`config.mk`:
```
export PLATFORM = sky130hd
export DESIGN_NAME = trng_alarm_ctrl
export DESIGN_NICKNAME = d
export VERILOG_FILES = /design/src/rtl/trng_pkg.sv /design/src/rtl/trng_word_collect.sv /design/src/rtl/trng_osc_guard.sv /design/src/rtl/trng_alarm_ctrl.sv
export SDC_FILE = /design/constraint.sdc
export NUM_CORES = 1
export LEC_CHECK = 0
export BUFFER_PORTS_ARGS = -buffer_cell sky130_fd_sc_hd__buf_2
export CORE_MARGIN = 2
export CORE_UTILIZATION = 35
export CTS_CLUSTER_DIAMETER = 200
export DETAILED_ROUTE_END_ITERATION = 6
export PLACE_DENSITY_LB_ADDON = 0.25
export SETUP_SLACK_MARGIN = 0.15
export SYNTH_ARGS = -nofsm -noshare
export SYNTH_HDL_FRONTEND = slang
export SYNTH_SLANG_ARGS = --single-unit
```
`constraint.sdc`:
```
create_clock -name clk -period 3.5 [get_ports clk]
set_input_delay 0.7 -clock clk [delete_from_list [all_inputs] [get_ports clk]]
set_output_delay 0.7 -clock clk [all_outputs]
set_load 0.05 [all_outputs]
```
`src/rtl/trng_pkg.sv`:
```
package trng_pkg;
  localparam logic [7:0] OFF_DATA0 = 8'h00;
  localparam logic [7:0] OFF_STAT  = 8'h10;
  localparam logic [7:0] OFF_CTRL  = 8'h14;
  localparam logic [7:0] OFF_CFG   = 8'h18;
  localparam logic [7:0] OFF_THR   = 8'h1C;
  localparam logic [7:0] OFF_OSCEN = 8'h20;
  localparam logic [7:0] OFF_TUNE  = 8'h24;
  localparam logic [7:0] OFF_AMASK = 8'h28;
  localparam logic [7:0] OFF_ASTOP = 8'h2C;
  localparam logic [7:0] OFF_OPT   = 8'h78;
  localparam logic [7:0] OFF_REV   = 8'h7C;

  localparam int CT_ENABLE = 10;
  localparam int CT_TEST   = 8;

  localparam logic [31:0] CTRL_KEEP = 32'h0000_05FF;
  localparam logic [31:0] CFG_KEEP  = 32'hFFFF_00FF;
endpackage

```
`src/rtl/trng_word_collect.sv`:
```
module trng_word_collect #(
  parameter int WORDS = 4,
  parameter int W     = 32,
  parameter int WAITW = 8,
  parameter int IDXW  = $clog2(WORDS)
) (
  input  logic                  clk,
  input  logic                  rst_n,
  input  logic                  enable,
  input  logic                  ack,
  input  logic [WAITW-1:0]      min_wait,
  input  logic                  src_valid,
  input  logic [W-1:0]          src_word,
  input  logic                  test_we,
  input  logic [IDXW-1:0]       test_idx,
  input  logic [W-1:0]          test_data,
  output logic                  ready,
  output logic [WORDS-1:0][W-1:0] words
);
  localparam logic [IDXW-1:0] LAST = IDXW'(WORDS - 1);

  logic                    rdy_q, rdy_d;
  logic [IDXW-1:0]         idx_q, idx_d;
  logic [WAITW-1:0]        wt_q, wt_d;
  logic [WORDS-1:0][W-1:0] wd_q, wd_d;

  always_comb begin
    rdy_d = rdy_q;
    idx_d = idx_q;
    wt_d  = wt_q;
    wd_d  = wd_q;
    if (!enable) begin
      rdy_d = 1'b0;
      idx_d = '0;
      wt_d  = '0;
    end else if (rdy_q) begin
      if (ack) begin
        rdy_d = 1'b0;
        idx_d = '0;
        wt_d  = min_wait;
      end
    end else if (wt_q != '0) begin
      wt_d = wt_q - 1'b1;
    end else if (src_valid) begin
      wd_d[idx_q] = src_word;
      if (idx_q == LAST) begin
        idx_d = '0;
        rdy_d = 1'b1;
      end else begin
        idx_d = idx_q + 1'b1;
      end
    end
    if (test_we) wd_d[test_idx] = test_data;
  end

  always_ff @(posedge clk or negedge rst_n) begin
    if (!rst_n) begin
      rdy_q <= 1'b0;
      idx_q <= '0;
      wt_q  <= '0;
      wd_q  <= '0;
    end else begin
      rdy_q <= rdy_d;
      idx_q <= idx_d;
      wt_q  <= wt_d;
      wd_q  <= wd_d;
    end
  end

  assign ready = rdy_q;
  assign words = wd_q;
endmodule

```
`src/rtl/trng_osc_guard.sv`:
```
module trng_osc_guard #(
  parameter int NOSC = 8,
  parameter int THRW = 8
) (
  input  logic            clk,
  input  logic            rst_n,
  input  logic [NOSC-1:0] alarm_hit,
  input  logic [THRW-1:0] threshold,
  input  logic            en_we,
  input  logic            mask_we,
  input  logic            stop_we,
  input  logic [NOSC-1:0] wdata,
  output logic [NOSC-1:0] osc_en,
  output logic [NOSC-1:0] amask,
  output logic [NOSC-1:0] astop,
  output logic            shut_evt
);
  localparam int CNTW = $clog2(NOSC + 1);

  logic [NOSC-1:0] en_q, en_d, mk_q, mk_d, st_q, st_d;
  logic [CNTW-1:0] stopped;
  logic            new_stop;

  always_comb begin
    en_d = en_q;
    mk_d = mk_q;
    st_d = st_q;
    for (int i = 0; i < NOSC; i++) begin
      if (alarm_hit[i] && en_q[i]) begin
        if (mk_q[i]) begin
          en_d[i] = 1'b0;
          st_d[i] = 1'b1;
        end else begin
          mk_d[i] = 1'b1;
        end
      end
    end
    new_stop = |(st_d & ~st_q);
    stopped  = '0;
    for (int i = 0; i < NOSC; i++) stopped = stopped + CNTW'(st_d[i]);
    shut_evt = new_stop && (32'(stopped) > 32'(threshold));
    if (en_we)   en_d = wdata;
    if (mask_we) mk_d = wdata;
    if (stop_we) st_d = wdata;
  end

  always_ff @(posedge clk or negedge rst_n) begin
    if (!rst_n) begin
      en_q <= '0;
      mk_q <= '0;
      st_q <= '0;
    end else begin
      en_q <= en_d;
      mk_q <= mk_d;
      st_q <= st_d;
    end
  end

  assign osc_en = en_q;
  assign amask  = mk_q;
  assign astop  = st_q;
endmodule

```
`src/rtl/trng_alarm_ctrl.sv`:
```
module trng_alarm_ctrl
  import trng_pkg::*;
#(
  parameter int NUM_OSC   = 8,
  parameter int WORDS     = 4,
  parameter int REV_MAJOR = 2,
  parameter int REV_MINOR = 1,
  parameter int REV_PATCH = 3
) (
  input  logic               clk,
  input  logic               rst_n,
  input  logic               bus_we,
  input  logic [7:0]         bus_addr,
  input  logic [31:0]        bus_wdata,
  output logic [31:0]        bus_rdata,
  input  logic               src_valid,
  input  logic [31:0]        src_word,
  input  logic [5:0]         hlt_fail,
  input  logic [NUM_OSC-1:0] alarm_hit,
  output logic [NUM_OSC-1:0] osc_en,
  output logic [31:0]        osc_tune,
  output logic               gen_on,
  output logic               irq
);
  localparam int IDXW = $clog2(WORDS);
  localparam logic [7:0] DATA_END = 8'(WORDS * 4);
  localparam logic [31:0] OPT_WORD = {16'd0, 8'(NUM_OSC), 8'(WORDS)};
  localparam logic [31:0] REV_WORD = {4'd0, 4'(REV_MAJOR), 4'(REV_MINOR), 4'(REV_PATCH), 16'd0};

  logic [31:0] ctrl_q, ctrl_d, cfg_q, cfg_d, tune_q, tune_d;
  logic [7:0]  thr_q, thr_d;
  logic [7:1]  st_q, st_d;

  logic wr_stat, wr_ctrl, wr_cfg, wr_thr, wr_tune, wr_en, wr_mask, wr_stop;
  logic in_data, test_we, rdy, shut_evt;
  logic [WORDS-1:0][31:0] words;
  logic [NUM_OSC-1:0] amask, astop;

  assign wr_stat = bus_we && (bus_addr == OFF_STAT);
  assign wr_ctrl = bus_we && (bus_addr == OFF_CTRL);
  assign wr_cfg  = bus_we && (bus_addr == OFF_CFG);
  assign wr_thr  = bus_we && (bus_addr == OFF_THR);
  assign wr_tune = bus_we && (bus_addr == OFF_TUNE);
  assign wr_en   = bus_we && (bus_addr == OFF_OSCEN);
  assign wr_mask = bus_we && (bus_addr == OFF_AMASK);
  assign wr_stop = bus_we && (bus_addr == OFF_ASTOP);
  assign in_data = (bus_addr >= OFF_DATA0) && (bus_addr < DATA_END) && (bus_addr[1:0] == 2'b00);
  assign test_we = bus_we && in_data && ctrl_q[CT_TEST];

  trng_word_collect #(.WORDS(WORDS), .W(32), .WAITW(8), .IDXW(IDXW)) u_collect (
    .clk       (clk),
    .rst_n     (rst_n),
    .enable    (ctrl_q[CT_ENABLE]),
    .ack       (wr_stat && bus_wdata[0]),
    .min_wait  (cfg_q[7:0]),
    .src_valid (src_valid),
    .src_word  (src_word),
    .test_we   (test_we),
    .test_idx  (bus_addr[IDXW+1:2]),
    .test_data (bus_wdata),
    .ready     (rdy),
    .words     (words)
  );

  trng_osc_guard #(.NOSC(NUM_OSC), .THRW(8)) u_guard (
    .clk       (clk),
    .rst_n     (rst_n),
    .alarm_hit (alarm_hit),
    .threshold (thr_q),
    .en_we     (wr_en),
    .mask_we   (wr_mask),
    .stop_we   (wr_stop),
    .wdata     (bus_wdata[NUM_OSC-1:0]),
    .osc_en    (osc_en),
    .amask     (amask),
    .astop     (astop),
    .shut_evt  (shut_evt)
  );

  always_comb begin
    ctrl_d = wr_ctrl ? (bus_wdata & CTRL_KEEP) : ctrl_q;
    cfg_d  = wr_cfg  ? (bus_wdata & CFG_KEEP)  : cfg_q;
    thr_d  = wr_thr  ? bus_wdata[7:0]          : thr_q;
    tune_d = wr_tune ? bus_wdata               : tune_q;
    st_d   = wr_stat ? (st_q & ~bus_wdata[7:1]) : st_q;
    st_d[7:2] = st_d[7:2] | hlt_fail;
    st_d[1]   = st_d[1] | shut_evt;
  end

  always_ff @(posedge clk or negedge rst_n) begin
    if (!rst_n) begin
      ctrl_q <= '0;
      cfg_q  <= '0;
      thr_q  <= '0;
      tune_q <= '0;
      st_q   <= '0;
    end else begin
      ctrl_q <= ctrl_d;
      cfg_q  <= cfg_d;
      thr_q  <= thr_d;
      tune_q <= tune_d;
      st_q   <= st_d;
    end
  end

  always_comb begin
    bus_rdata = '0;
    if (in_data) begin
      bus_rdata = words[bus_addr[IDXW+1:2]];
    end else begin
      case (bus_addr)
        OFF_STAT:  bus_rdata = {24'd0, st_q, rdy};
        OFF_CTRL:  bus_rdata = ctrl_q;
        OFF_CFG:   bus_rdata = cfg_q;
        OFF_THR:   bus_rdata = {24'd0, thr_q};
        OFF_OSCEN: bus_rdata = 32'(osc_en);
        OFF_TUNE:  bus_rdata = tune_q;
        OFF_AMASK: bus_rdata = 32'(amask);
        OFF_ASTOP: bus_rdata = 32'(astop);
        OFF_OPT:   bus_rdata = OPT_WORD;
        OFF_REV:   bus_rdata = REV_WORD;
        default:   bus_rdata = '0;
      endcase
    end
  end

  assign osc_tune = tune_q;
  assign gen_on   = ctrl_q[CT_ENABLE];
  assign irq      = |({st_q, rdy} & ctrl_q[7:0]);
endmodule

```
=== Yosys cells after proc, flatten, opt, wreduce, memory -nomap -nowiden ===
Cells that the tools add are included.

* Register bits after elaboration: 244
* Bits of input ports: 90
* Output and inout bits: 74
* Word-level logic and storage cells: 204

* Add/subtract/negate cells: 9
* Magnitude comparators: 7
* Equal/unequal tests: 15
* Mux-type cells: 75
* Bitwise logic cells: 7
* Reductions and logical operators: 62

{| class="wikitable"
|+ Operator list
! cell !! count
|-
| $mux W128 || 5
|-
| $pmux W32 S10 || 1
|-
| $bwmux W128 || 2
|-
| $demux W32 S2 || 2
|-
| $mux W32 || 4
|-
| $bmux W32 S2 || 1
|-
| $mux W8 || 7
|-
| $reduce_bool A2 Y1 || 24
|-
| $mux W1 || 46
|-
| $eq A8 B5 Y1 const B || 4
|-
| $eq A8 B6 Y1 const B || 4
|-
| $add A4 B1 Y4 || 6
|-
| $logic_and A1 B1 Y1 || 24
|-
| $reduce_and A2 Y1 || 9
|-
| $and A8 B8 Y8 || 2
|-
| $eq A8 B7 Y1 const B || 2
|-
| $reduce_or A8 Y1 || 2
|-
| $mux W2 || 6
|-
| $ne A3 B2 Y1 const B || 3
|-
| $ge A8 B1 Y1 const B || 1
|-
| $gt A4 B8 Y1 || 1
|-
| $lt A8 B5 Y1 const B || 1
|-
| $not A8 Y8 || 1
|-
| $reduce_bool A8 Y1 || 1
|-
| 14 further kinds || 16
|}

=== Depth between registers and ports, before layout ===
Gate-level depths: netlist of the first run.

* Depth in word-level cells: 12
* Depth in mapped cells: 15
* Mapped depth without buffers: 15

=== By module ===
Synthesis of the first run repeated with hierarchy kept, for this count alone.

* Cells, all modules: 1315
* Area, all modules: 13113.8 µm²

{| class="wikitable"
|+ By module, submodules not included
! module !! times used !! cells an instance !! area each (µm²)
|-
| trng_word_collect || 1 || 798 || 6667.6
|-
| trng_alarm_ctrl || 1 || 380 || 5133.7
|-
| trng_osc_guard || 1 || 137 || 1312.5
|}

=== Worst setup path after synthesis of the first run ===
OpenSTA, ideal clock, no wires.

* Path type: input-to-reg
* From: input port alarm_hit[0]
* To: register st_q[1] (netlist bit)
* Data arrival time: 3854 ps
* Required time: 3378 ps
* Setup slack: -476 ps
* Stages: 15
* Path through: nand3_1 -> nand2b_1 -> ha_1 -> inv_1 -> fa_1 -> fa_1 -> inv_1 -> fa_1 -> inv_1 -> fa_1 -> inv_1 -> ha_1 -> a21oi_1 -> o21ai_0 -> a32o_1

* Cells in the longest elaborated chain, start to end: 12
* Elaborated cells between the ends (all ways): 14

{| class="wikitable"
|+ Ends and longest elaborated chain
! what !! RTL line !! RTL
|-
| start, declared || trng_alarm_ctrl.sv:19 || <nowiki>input logic [NUM_OSC-1:0] alarm_hit,</nowiki>
|-
| $logic_and A1 B1 Y1 (*) || trng_osc_guard.sv:29 || <nowiki>if (alarm_hit[i] && en_q[i]) begin</nowiki>
|-
| $mux W1 (*) || trng_osc_guard.sv:29 ||
|-
| $add A1 B1 Y2 || trng_osc_guard.sv:40 || <nowiki>for (int i = 0; i < NOSC; i++) stopped = stopped + CNTW'(st_d[i]);</nowiki>
|-
| $add A4 B1 Y4 (6 in series) || trng_osc_guard.sv:40 ||
|-
| $gt A4 B8 Y1 || trng_osc_guard.sv:41 || <nowiki>shut_evt = new_stop && (32'(stopped) > 32'(threshold));</nowiki>
|-
| $logic_and A1 B1 Y1 (*) || trng_osc_guard.sv:41 ||
|-
| $or A1 B1 Y1 (*) || trng_alarm_ctrl.sv:87 || <nowiki>st_d[1] = st_d[1] | shut_evt;</nowiki>
|-
| via st_d (one bit) || trng_alarm_ctrl.sv:32 || <nowiki>logic [7:1] st_q, st_d;</nowiki>
|-
| end signal, assigned || trng_alarm_ctrl.sv:102 || <nowiki>st_q <= st_d;</nowiki>
|-
| end, declared || trng_alarm_ctrl.sv:32 ||
|}

The timed path passes the listed nets; every way through them passes the cells marked *.
A chain may end at the register's enable or synchronous reset.

=== Final worst setup path of the first run ===
* From: register u_guard.en_q[1], in the netlist u_guard.osc_en[1]
* To: register st_q[1] (netlist bit)

* Cells in the longest elaborated chain, start to end: 12
* Elaborated cells between the ends (all ways): 14

{| class="wikitable"
|+ Ends and longest elaborated chain
! what !! RTL line !! RTL
|-
| start, declared || trng_osc_guard.sv:20 || <nowiki>logic [NOSC-1:0] en_q, en_d, mk_q, mk_d, st_q, st_d;</nowiki>
|-
| start signal, assigned || trng_osc_guard.sv:53 || <nowiki>en_q <= en_d;</nowiki>
|-
| $logic_and A1 B1 Y1 (*) || trng_osc_guard.sv:29 ||
|-
| $mux W1 (*) || trng_osc_guard.sv:29 ||
|-
| $add A1 B1 Y2 || trng_osc_guard.sv:40 ||
|-
| $add A4 B1 Y4 (6 in series) || trng_osc_guard.sv:40 ||
|-
| $gt A4 B8 Y1 || trng_osc_guard.sv:41 ||
|-
| $logic_and A1 B1 Y1 (*) || trng_osc_guard.sv:41 ||
|-
| $or A1 B1 Y1 (*) || trng_alarm_ctrl.sv:87 ||
|-
| via st_d (one bit) || trng_alarm_ctrl.sv:32 ||
|}

Marked as above.

==> results of run 1 <==
## cells by family after synthesis
logic type | synth area share, %
simple gates | 18.5
fa+ha+maj | 1.85
buf+inv | 4.85
xor+xnor | 0.134
flops | 46.6
compound gates | 12.6
mux | 15.5
## where the power goes
group / total [µW] / internal, µW / switching (µW) / leakage [µW]
clock network: 2930 / 1720 / 1210 / 0.000451
registers: 3200 / 3040 / 157 / 0.00330
logic: 1140 / 511 / 630 / 0.00374
## how the worst max path moves through the flow
stage | endpoint | start | cells after the start | slack, ns
finish | st_q[1] | u_guard.osc_en[1] | 15 | 0.02
global route | st_q[1] | u_guard.osc_en[1] | 15 | -0.09
CTS | st_q[1] | u_guard.amask[1] | 15 | -0.05
detailed placement | st_q[1] | alarm_hit[1] | 16 | -0.50
global placement | st_q[1] | alarm_hit[0] | 16 | -0.46
floorplan | st_q[1] | alarm_hit[1] | 15 | -0.20
## per-stage QoR
| step | setup WS (ns) | cell area, µm² | TNS, ns | hold slack, ns | utilization, % |
|---|---|---|---|---|---|
| after CTS | -0.0540 | 15600 | -0.0540 | 0.0873 | 42.3 |
| after detailed placement | -0.504 | 14600 | -0.504 | 0.491 | 39.7 |
| final | 0.0190 | 15600 | 0 | 0.0765 | 42.4 |
| after floorplan | -0.196 | 13100 | -0.196 | 0.404 | - |
| after global placement | -0.464 | 14600 | -0.464 | 0.487 | 39.7 |
| after global routing | -0.0918 | 15600 | -0.0918 | 0.0926 | 42.3 |
## per-layer routing
metal	vias to the layer above	track usage, %	wire, µm
li1	4983	-	-
met1	5486	31.2	19600
met2	386	34.4	19600
met3	55	3.88	2750
met4	8	4.26	614
met5	-	0	55
## cell usage after synthesis, drive strengths merged, types with 3 or more instances
library cell,instances
a41oi,4
nand4,13
a22oi,28
dfrtp,244
nor2,144
nor2b,4
a222oi,5
inv,28
and4,4
or4,3
and3,4
mux2i,4
a21oi,30
nor4b,3
fa,4
nand2b,6
a31oi,135
a22o,6
and2,7
mux4,47
o22ai,6
ha,13
buf,52
mux2,69
clkbuf,51
o21ai,26
a21o,7
nand3,18
nor3,4
nand2,335
## sequential cells by signal (all words and copies together) (netlist names)
register,count
st_q,7
cfg_q,24
ctrl_q,10
u_guard.amask,8
u_collect.words,128
u_collect.idx_q,2
u_guard.osc_en,8
u_guard.astop,8
u_collect.wt_q,8
u_collect.ready,1
thr_q,8
osc_tune,32
## critical path: stages (launching register included)
cell and delay [ns]:
dfrtp_2 0.42, nand3_4 0.11, nand2b_4 0.07, ha_4 0.26, inv_2 0.03, fa_1 0.45
fa_1 0.50, inv_2 0.04, fa_2 0.34, inv_2 0.06, fa_1 0.42, inv_2 0.08
ha_4 0.19, a21oi_2 0.11, o21ai_1 0.07, a32o_1 0.21
## area by class of cell
| type | instances | share of cell area [%] |
|---|---|---|
| Timing Repair Buffer | 220 | 8.88 |
| Tap cell | 468 | 3.76 |
| Sequential cell | 244 | 39.2 |
| Clock buffer | 41 | 5.40 |
| Multi-Input combinational cell | 953 | 41.6 |
| Inverter | 28 | 0.675 |
| Clock inverter | 7 | 0.410 |
| Antenna cell | 3 | 0.0482 |
## what timing repair did
| action | in CTS | in global routing |
|---|---|---|
| endpoints found under the setup margin | 1 | 1 |
| gates resized for setup | 8 | 0 |
| pin swaps | 9 | 5 |
| setup buffers | 2 | 1 |
| endpoints found under the hold margin | 0 | 0 |
==> flow_summary.json, run 1 <==
{
  "run_status": "finished, final reports clean",
  "initial_core_util_pct": 35.7,
  "syn_nets": 1435,
  "cp_data_arrival_time_ns": 3.92,
  "ys_types": 59,
  "drive_gt1_share_pct": 27.8,
  "path_clk_slew_ns": 0.06,
  "track_usage_pct": 21.7,
  "async_reset_ff_share_pct": 100,
  "syn_area_per_cell_um2": 9.88,
  "yosys.area.top_type": "dfrtp_1",
  "placed_cells": 1910,
  "fin_nets": 1582,
  "dp_hpwl_mm": 27.5,
  "maxSlewHeadroom_pct": 28.6,
  "drc_errors": 0,
  "globalplace.congestion": 0.830,
  "clock-sinks": 244,
  "antenna_found_initial": 7,
  "finalSetupViolCount": 0,
  "tritoncts": "yes",
  "first_pass_iters": 7,
  "vias_per_cell": 5.56,
  "vias": 10900,
  "synthToLayoutAreaGrowth_pct": 18.8,
  "finalCritPeriodShare_pct": 99.5,
  "die-area_um2": 39000,
  "cp_max_fo": 2,
  "reg2reg_to": "st_q[1]",
  "synth_edf_count": 0,
  "antenna_violating_nets_post_route": 0,
  "netlist_area_um2": 13100,
  "clockBufferDepth": 3,
  "max_cap_violations": 0,
  "r2r-start": "u_guard.osc_en[1]",
  "power_uw": 7270,
  "r2r_setup_slack_ns": 0.02,
  "timing.final.crit_period_ns": 3.48,
  "p_leak_uw": 0.00749,
  "wirelength_mm": 42.6,
  "ctsHtreeMaxLevel": 1,
  "dieHeight_um": 198,
  "grt.overflow.total": 0,
  "grt_pass1_wl_mm": 65.2,
  "io_buffers": 163,
  "final_common_cell": "nand2_1",
  "fillers": 3608,
  "hold_viol_final": 0,
  "tightestPinTransition_ns": 1.07,
  "synthFlopType": "dfrtp_1",
  "seq_area_um2": 6110,
  "synth_seq_cells": 244,
  "yosys_warnings": 0,
  "r2r_cells": 15,
  "multiInputGateArea_um2": 6490,
  "worst_clock_skew_ns": 0.00793,
  "rows": 70,
  "syn_inst": 1328,
  "drtIter0Drc": 892,
  "die_w_um": 198,
  "grt_max_degree": 70,
  "hold_buffers": 0,
  "p_per_area_nw_per_um2": 466,
  "fmax_ghz": 0.287,
  "finalNonFillerCells": 1964,
  "crit_required_ns": 3.94,
  "avgRoutedWirePerCell_um": 21.7,
  "cts_buffers": 28,
  "end_kind": "flip-flop",
  "crit_type": "flip-flop to flip-flop",
  "io_pins": 164,
  "rsz0062_at_grt": "true",
  "hold_class": "input port to async pin",
  "synth.top_cell.area_share_pct": 46.6,
  "clk-insertion-delay-late_ns": 0.55,
  "grt_pass1_vias": 10800,
  "critPathLaunchType": "flip-flop",
  "vdd_drop_max_v": 0.000309,
  "layout_common_cells": "nand2_1 (332), dfrtp_1 (242), buf_2 (160), nor2_1 (144), a31oi_1 (135)",
  "cts-root-buf": "clkbuf_16",
  "core_um2": 36800,
  "seq_area_frac_synth_pct": 46.6,
  "synthTopCellsByArea": "dfrtp_1 (47%), nand2_1 (9.5%), mux4_2 (8.1%)",
  "final_max_slew_viol_count": 0
}
Note: power is estimated with default switching activity, not from simulation.
==> run 2, diff against run 1 <==
- CORE_UTILIZATION: 35 -> 30
==> flow_summary.json, run 2 (synthesis gave the netlist of run 1 again) <==
{
  "run_status": "finished, final reports clean",
  "cts-root-buf": "clkbuf_16",
  "io_pins": 164,
  "cp_slowest_cell": "fa_1",
  "finalCritPeriodShare_pct": 99.9,
  "die_w_um": 213,
  "layout_common_cells": "nand2_1 (332), dfrtp_1 (242), buf_2 (158), nor2_1 (144), a31oi_1 (135)",
  "p_per_area_nw_per_um2": 493,
  "finalSetupViolCount": 0,
  "crit_required_ns": 3.96,
  "antenna_violating_nets_post_route": 0,
  "synthToLayoutAreaGrowth_pct": 21.9,
  "tritoncts": "yes",
  "critPathLaunchType": "flip-flop",
  "cts_buffers": 31,
  "worst_clock_skew_ns": 0.0165,
  "drtIter0Drc": 839,
  "maxSlewHeadroom_pct": 28.3,
  "io_buffers": 163,
  "grt_pass1_vias": 10900,
  "grt_max_degree": 103,
  "wirelength_mm": 44.6,
  "p_leak_uw": 0.00761,
  "cp_data_arrival_time_ns": 3.96,
  "vias_per_cell": 5.23,
  "clockBufferDepth": 3,
  "crit_type": "flip-flop to flip-flop",
  "globalplace.congestion": 0.829,
  "fmax_ghz": 0.286,
  "cp_max_fo": 2,
  "die-area_um2": 45400,
  "antenna_found_initial": 10,
  "final_common_cell": "nand2_1",
  "dieHeight_um": 213,
  "critPathMaxStageDelay_ns": 0.50,
  "avgRoutedWirePerCell_um": 21.3,
  "vdd_drop_max_v": 0.000368,
  "core_um2": 43100,
  "fin_nets": 1587,
  "final_max_slew_viol_count": 0,
  "ctsHtreeMaxLevel": 1,
  "fillers": 4298,
  "grt.overflow.total": 0,
  "max_cap_violations": 0,
  "dp_hpwl_mm": 29.5,
  "track_usage_pct": 19.7,
  "rsz0062_at_grt": "true",
  "crit_chain": "nand3_4, nand2b_4, ha_4, inv_2, fa_1, fa_1, inv_1, fa_2, inv_2, fa_1, inv_2, ha_4, a21oi_2, o21ai_1, a32o_1",
  "hold_class": "input port to flip-flop",
  "clock-sinks": 244,
  "hold_depth": 2,
  "initial_core_util_pct": 30.4,
  "hold_viol_final": 0,
  "largest_reg_flops": 128,
  "timing.final.crit_period_ns": 3.50,
  "path_clk_slew_ns": 0.06,
  "rows": 76,
  "tightestPinTransition_ns": 1.07,
  "setup_tns_ns": 0,
  "drive_gt1_share_pct": 28.1,
  "drc_errors": 0,
  "vias": 11000,
  "clk-insertion-delay-late_ns": 0.57,
  "whs_ns": 0.308,
  "end_kind": "flip-flop",
  "first_pass_iters": 5,
  "grt_pass1_wl_mm": 68.2,
  "r2r_cells": 15
}
run 2: changes by cell type in the layout (fill, tap and decap cells not counted):
cell,delta
inv_6,+1
clkinv_2,+1
dlygate4sd3_1,+1
clkbuf_1,+1
inv_1,+1
bufinv_16,+6
clkinv_4,-1
inv_2,-1
clkbuf_16,+2
buf_4,+3
diode_2,+4
clkbuf_8,-1
buf_2,-2
run 2: layout make-up:
class                      count  area (µm²)  area share [%]
multi-input combinational    953        6490            40.6
sequential                   244        6110            38.2
timing repair buffer         222        1410            8.80
clock buffer                  43         881            5.51
tap                          585         732            4.58
clock inverter                14         249            1.56
inverter                      28         105           0.657
antenna                        7        17.5           0.110
run 2: what timing repair did:
| action | 4_1_cts | 5_1_grt |
|---|---|---|
| endpoints found under the hold margin | 5 | 0 |
| endpoints found under the setup margin | 1 | 1 |
| buffers inserted | 0 | 0 |
| resized for setup | 4 | 3 |
| hold buffers | 1 | 0 |
| pin swaps | 0 | 1 |
run 2: stage by stage:
step / cell area (µm²) / util, % / power [µW] / cells / setup WS, ns
6_report: 16000 / 37.1 / 7890 / 2096 / 0.00310
5_1_grt: 16000 / 37.1 / 8230 / 2092 / -0.132
4_1_cts: 16000 / 37.0 / 7920 / 2089 / -0.0586
3_5_place_dp: 14800 / 34.3 / 4330 / 2031 / -0.474
3_3_place_gp: 14800 / 34.3 / 4300 / 2031 / -0.466
2_1_floorplan: 13100 / - / 3880 / 1328 / -0.196
run 2: critical path: cells and delay by family (launching register included):
family / cells / cell delay [ns]
fa+ha+maj: 6 / 2.17
flops: 1 / 0.42
compound gates: 3 / 0.41
buf+inv: 4 / 0.23
simple gates: 2 / 0.16
run 2: final timing paths:
path                                   start             endpoint  slack (ns)
setup / recovery           u_guard.osc_en[0]              st_q[1]       0.003
hold / removal                   hlt_fail[0]              st_q[2]        0.31
setup reg to reg           u_guard.osc_en[0]              st_q[1]       0.003
hold reg to reg                    cfg_q[25]            cfg_q[25]        0.51
max in group asynchronous              rst_n    u_guard.osc_en[0]        2.13
min in group asynchronous              rst_n  u_collect.words[74]        0.51
run 2: metal layers:
| layer | global-route usage (%) | wire length, µm | share of wire, % | vias to the layer above |
|---|---|---|---|---|
| met3 | 3.46 | 2710 | 6.1 | 63 |
| met2 | 31.4 | 20800 | 47 | 380 |
| met4 | 4.85 | 773 | 1.7 | 8 |
| li1 | - | - | - | 5019 |
| met1 | 27.9 | 20200 | 45 | 5500 |
| met5 | 0 | 48 | 0.11 | - |
run 2: report_power, final:
group	total (µW)	switching (µW)	leakage, µW	internal [µW]
clock network	3550	1290	0.000559	2260
logic	1140	634	0.00375	508
registers	3190	153	0.00330	3040
total	7890	2080	0.00761	5810
==> run 3, diff against run 2 <==
- ABC_CLOCK_PERIOD_IN_PS: not set -> 3500
- SYNTH_HIERARCHICAL: not set -> 1
==> flow_summary.json, run 3 <==
{
  "run_status": "finished, violations left",
  "violations": "design-rule violations, negative setup slack",
  "p_per_area_nw_per_um2": 483,
  "synth.top_cell.area_share_pct": 46.6,
  "tritoncts": "yes",
  "place_area_um2": 14700,
  "critPathLaunchType": "flip-flop",
  "cp_max_fo": 2,
  "syn_inst": 1315,
  "async_reset_ff_share_pct": 100,
  "largest_reg_flops": 128,
  "yosys_warnings": 6,
  "synthTopCellsByArea": "dfrtp_1 (47%), nand2_1 (9.7%), mux4_2 (7.9%)",
  "dieHeight_um": 213,
  "cts-root-buf": "clkbuf_16",
  "drc_errors": 2,
  "r2r_setup_slack_ns": -0.21,
  "tightestPinTransition_ns": 0.836,
  "dp_hpwl_mm": 28.9,
  "layout_common_cells": "nand2_1 (339), dfrtp_1 (242), buf_2 (161), nor2_1 (139), a31oi_1 (130)",
  "cts_buffers": 28,
  "p_leak_uw": 0.00740,
  "die_w_um": 213,
  "grt_pass1_wl_mm": 66.4,
  "io_buffers": 163,
  "placed_cells": 2034,
  "worst_clock_skew_ns": 0.0115,
  "globalplace.congestion": 0.824,
  "end_kind": "flip-flop",
  "finalSetupViolCount": 1,
  "rows": 76,
  "yosys.area.top_type": "dfrtp_1",
  "vdd_drop_max_v": 0.000385,
  "syn_nets": 1421,
  "netlist_area_um2": 13100,
  "grt_max_degree": 99,
  "synth.most_common_cell": "nand2_1",
  "crit_required_ns": 3.95,
  "synth_edf_count": 0,
  "drive_gt1_share_pct": 29.0,
  "avgRoutedWirePerCell_um": 21.0,
  "maxSlewHeadroom_pct": 44.1,
  "core_um2": 43100,
  "seq_area_frac_synth_pct": 46.6,
  "vias_per_cell": 5.18,
  "die-area_um2": 45400,
  "clk-insertion-delay-late_ns": 0.56,
  "seq_area_um2": 6110,
  "antenna_found_initial": 7,
  "final_common_cell": "nand2_1",
  "fin_nets": 1585,
  "synth_seq_cells": 244,
  "rsz0062_at_grt": "true",
  "max_cap_violations": 0,
  "setup_ws_ns": -0.207,
  "grt_pass1_vias": 10600,
  "first_pass_iters": 7,
  "fmax_ghz": 0.270,
  "finalNonFillerCells": 2088,
  "cp_data_arrival_time_ns": 4.15,
  "final_max_slew_viol_count": 0,
  "fillers": 4291,
  "path_clk_slew_ns": 0.06,
  "vias": 10800,
  "synthFlopType": "dfrtp_1",
  "track_usage_pct": 19.3,
  "wirelength_mm": 43.9,
  "timing.final.crit_period_ns": 3.71,
  "antenna_violating_nets_post_route": 0,
  "post-cts-setup-buffer-count": 0,
  "syn_area_per_cell_um2": 9.97,
  "hold_viol_final": 0,
  "grt.overflow.total": 0,
  "final_area_um2": 15900,
  "fin_util_pct": 36.8,
  "clockBufferDepth": 3,
  "multiInputGateArea_um2": 6470,
  "ctsHtreeMaxLevel": 1,
  "drtIter0Drc": 808,
  "synthTopCellsByCount": "nand2_1 (339), dfrtp_1 (244), nor2_1 (139)",
  "ys_types": 68,
  "crit_type": "flip-flop to flip-flop",
  "finalCritPeriodShare_pct": 106,
  "io_pins": 164,
  "synthToLayoutAreaGrowth_pct": 21.0,
  "initial_core_util_pct": 30.4,
  "clock-sinks": 244,
  "hold_buffers": 0,
  "hold_class": "input port to async pin"
}
[run 3: path summary, 6_finish.rpt]
check | start | endpoint | cells after the start
setup / recovery | u_guard/amask[5] | st_q[1] | 12
hold / removal | rst_n | u_collect/words[7] | 1
setup reg to reg | u_guard/amask[5] | st_q[1] | 12
hold reg to reg | cfg_q[26] | cfg_q[26] | 1
max in group asynchronous | rst_n | osc_tune[15] | 2
min in group clk | hlt_fail[2] | st_q[4] | 2
[run 3: cell families (layout without fill, tap and decap cells)]
| kind of cell | Yosys count | count (layout) | share of synthesized area, % |
|---|---|---|---|
| muxes | 129 | 129 | 15.6 |
| other | 0 | 3 | 0 |
| adders and majority gates | 16 | 16 | 1.76 |
| xor gates and xnor gates | 1 | 1 | 0.0668 |
| and+or+nand+nor | 575 | 575 | 19.0 |
| DFF | 244 | 244 | 46.6 |
| AOI/OAI and AO/OA | 244 | 244 | 12.0 |
| buffers and inverters | 106 | 291 | 4.94 |
[run 3: cell type report]
class,instances,share of cell area (%)
Clock inverter,16,1.95
Tap cell,585,4.61
Antenna cell,3,0.0473
Sequential cell,244,38.5
Inverter,13,0.308
Clock buffer,35,4.84
Multi-Input combinational cell,965,40.8
Timing Repair Buffer,227,8.98
[run 3: per-stage QoR]
stage / setup slack, ns / power [µW] / hold WS [ns] / setup TNS [ns]
global placement: -0.589 / 4200 / 0.482 / -0.589
finish: -0.207 / 7670 / 0.192 / -0.207
CTS: -0.193 / 7720 / 0.225 / -0.193
floorplan: -0.294 / 3800 / 0.404 / -0.294
detailed placement: -0.619 / 4220 / 0.493 / -0.619
global route: -0.331 / 8020 / 0.241 / -0.331
[run 3: power by group]
| part | internal, µW | switching, µW |
|---|---|---|
| Combinational | 464 | 576 |
| Sequential | 3030 | 140 |
| Clock | 2210 | 1250 |
[run 3: worst max-delay path, stage by stage (launching register included)]
cell and delay [ns]:
dfrtp_1 0.40, nand3_4 0.11, nand2b_4 0.07, fa_1 0.51, fa_1 0.54, fa_1 0.43, ha_2 0.20, fa_1 0.55
ha_4 0.22, nor2b_4 0.12, o211ai_1 0.20, a211oi_2 0.10, a21o_1 0.16
[run 3: timing repair]
action                     in CTS  in global routing
setup endpoints to repair       1                  3
gates cloned                    0                  0
pin swaps                       2                  4
gates resized for setup         0                  5
[run 3: layer usage]
layer  GRT usage (%)  up-vias  routed length, µm
met5               0        -                 56
met4            4.24       10                774
met3            3.97       49               2950
met2            30.9      342              20300
met1            26.9     5398              19800
li1                -     5013                  -
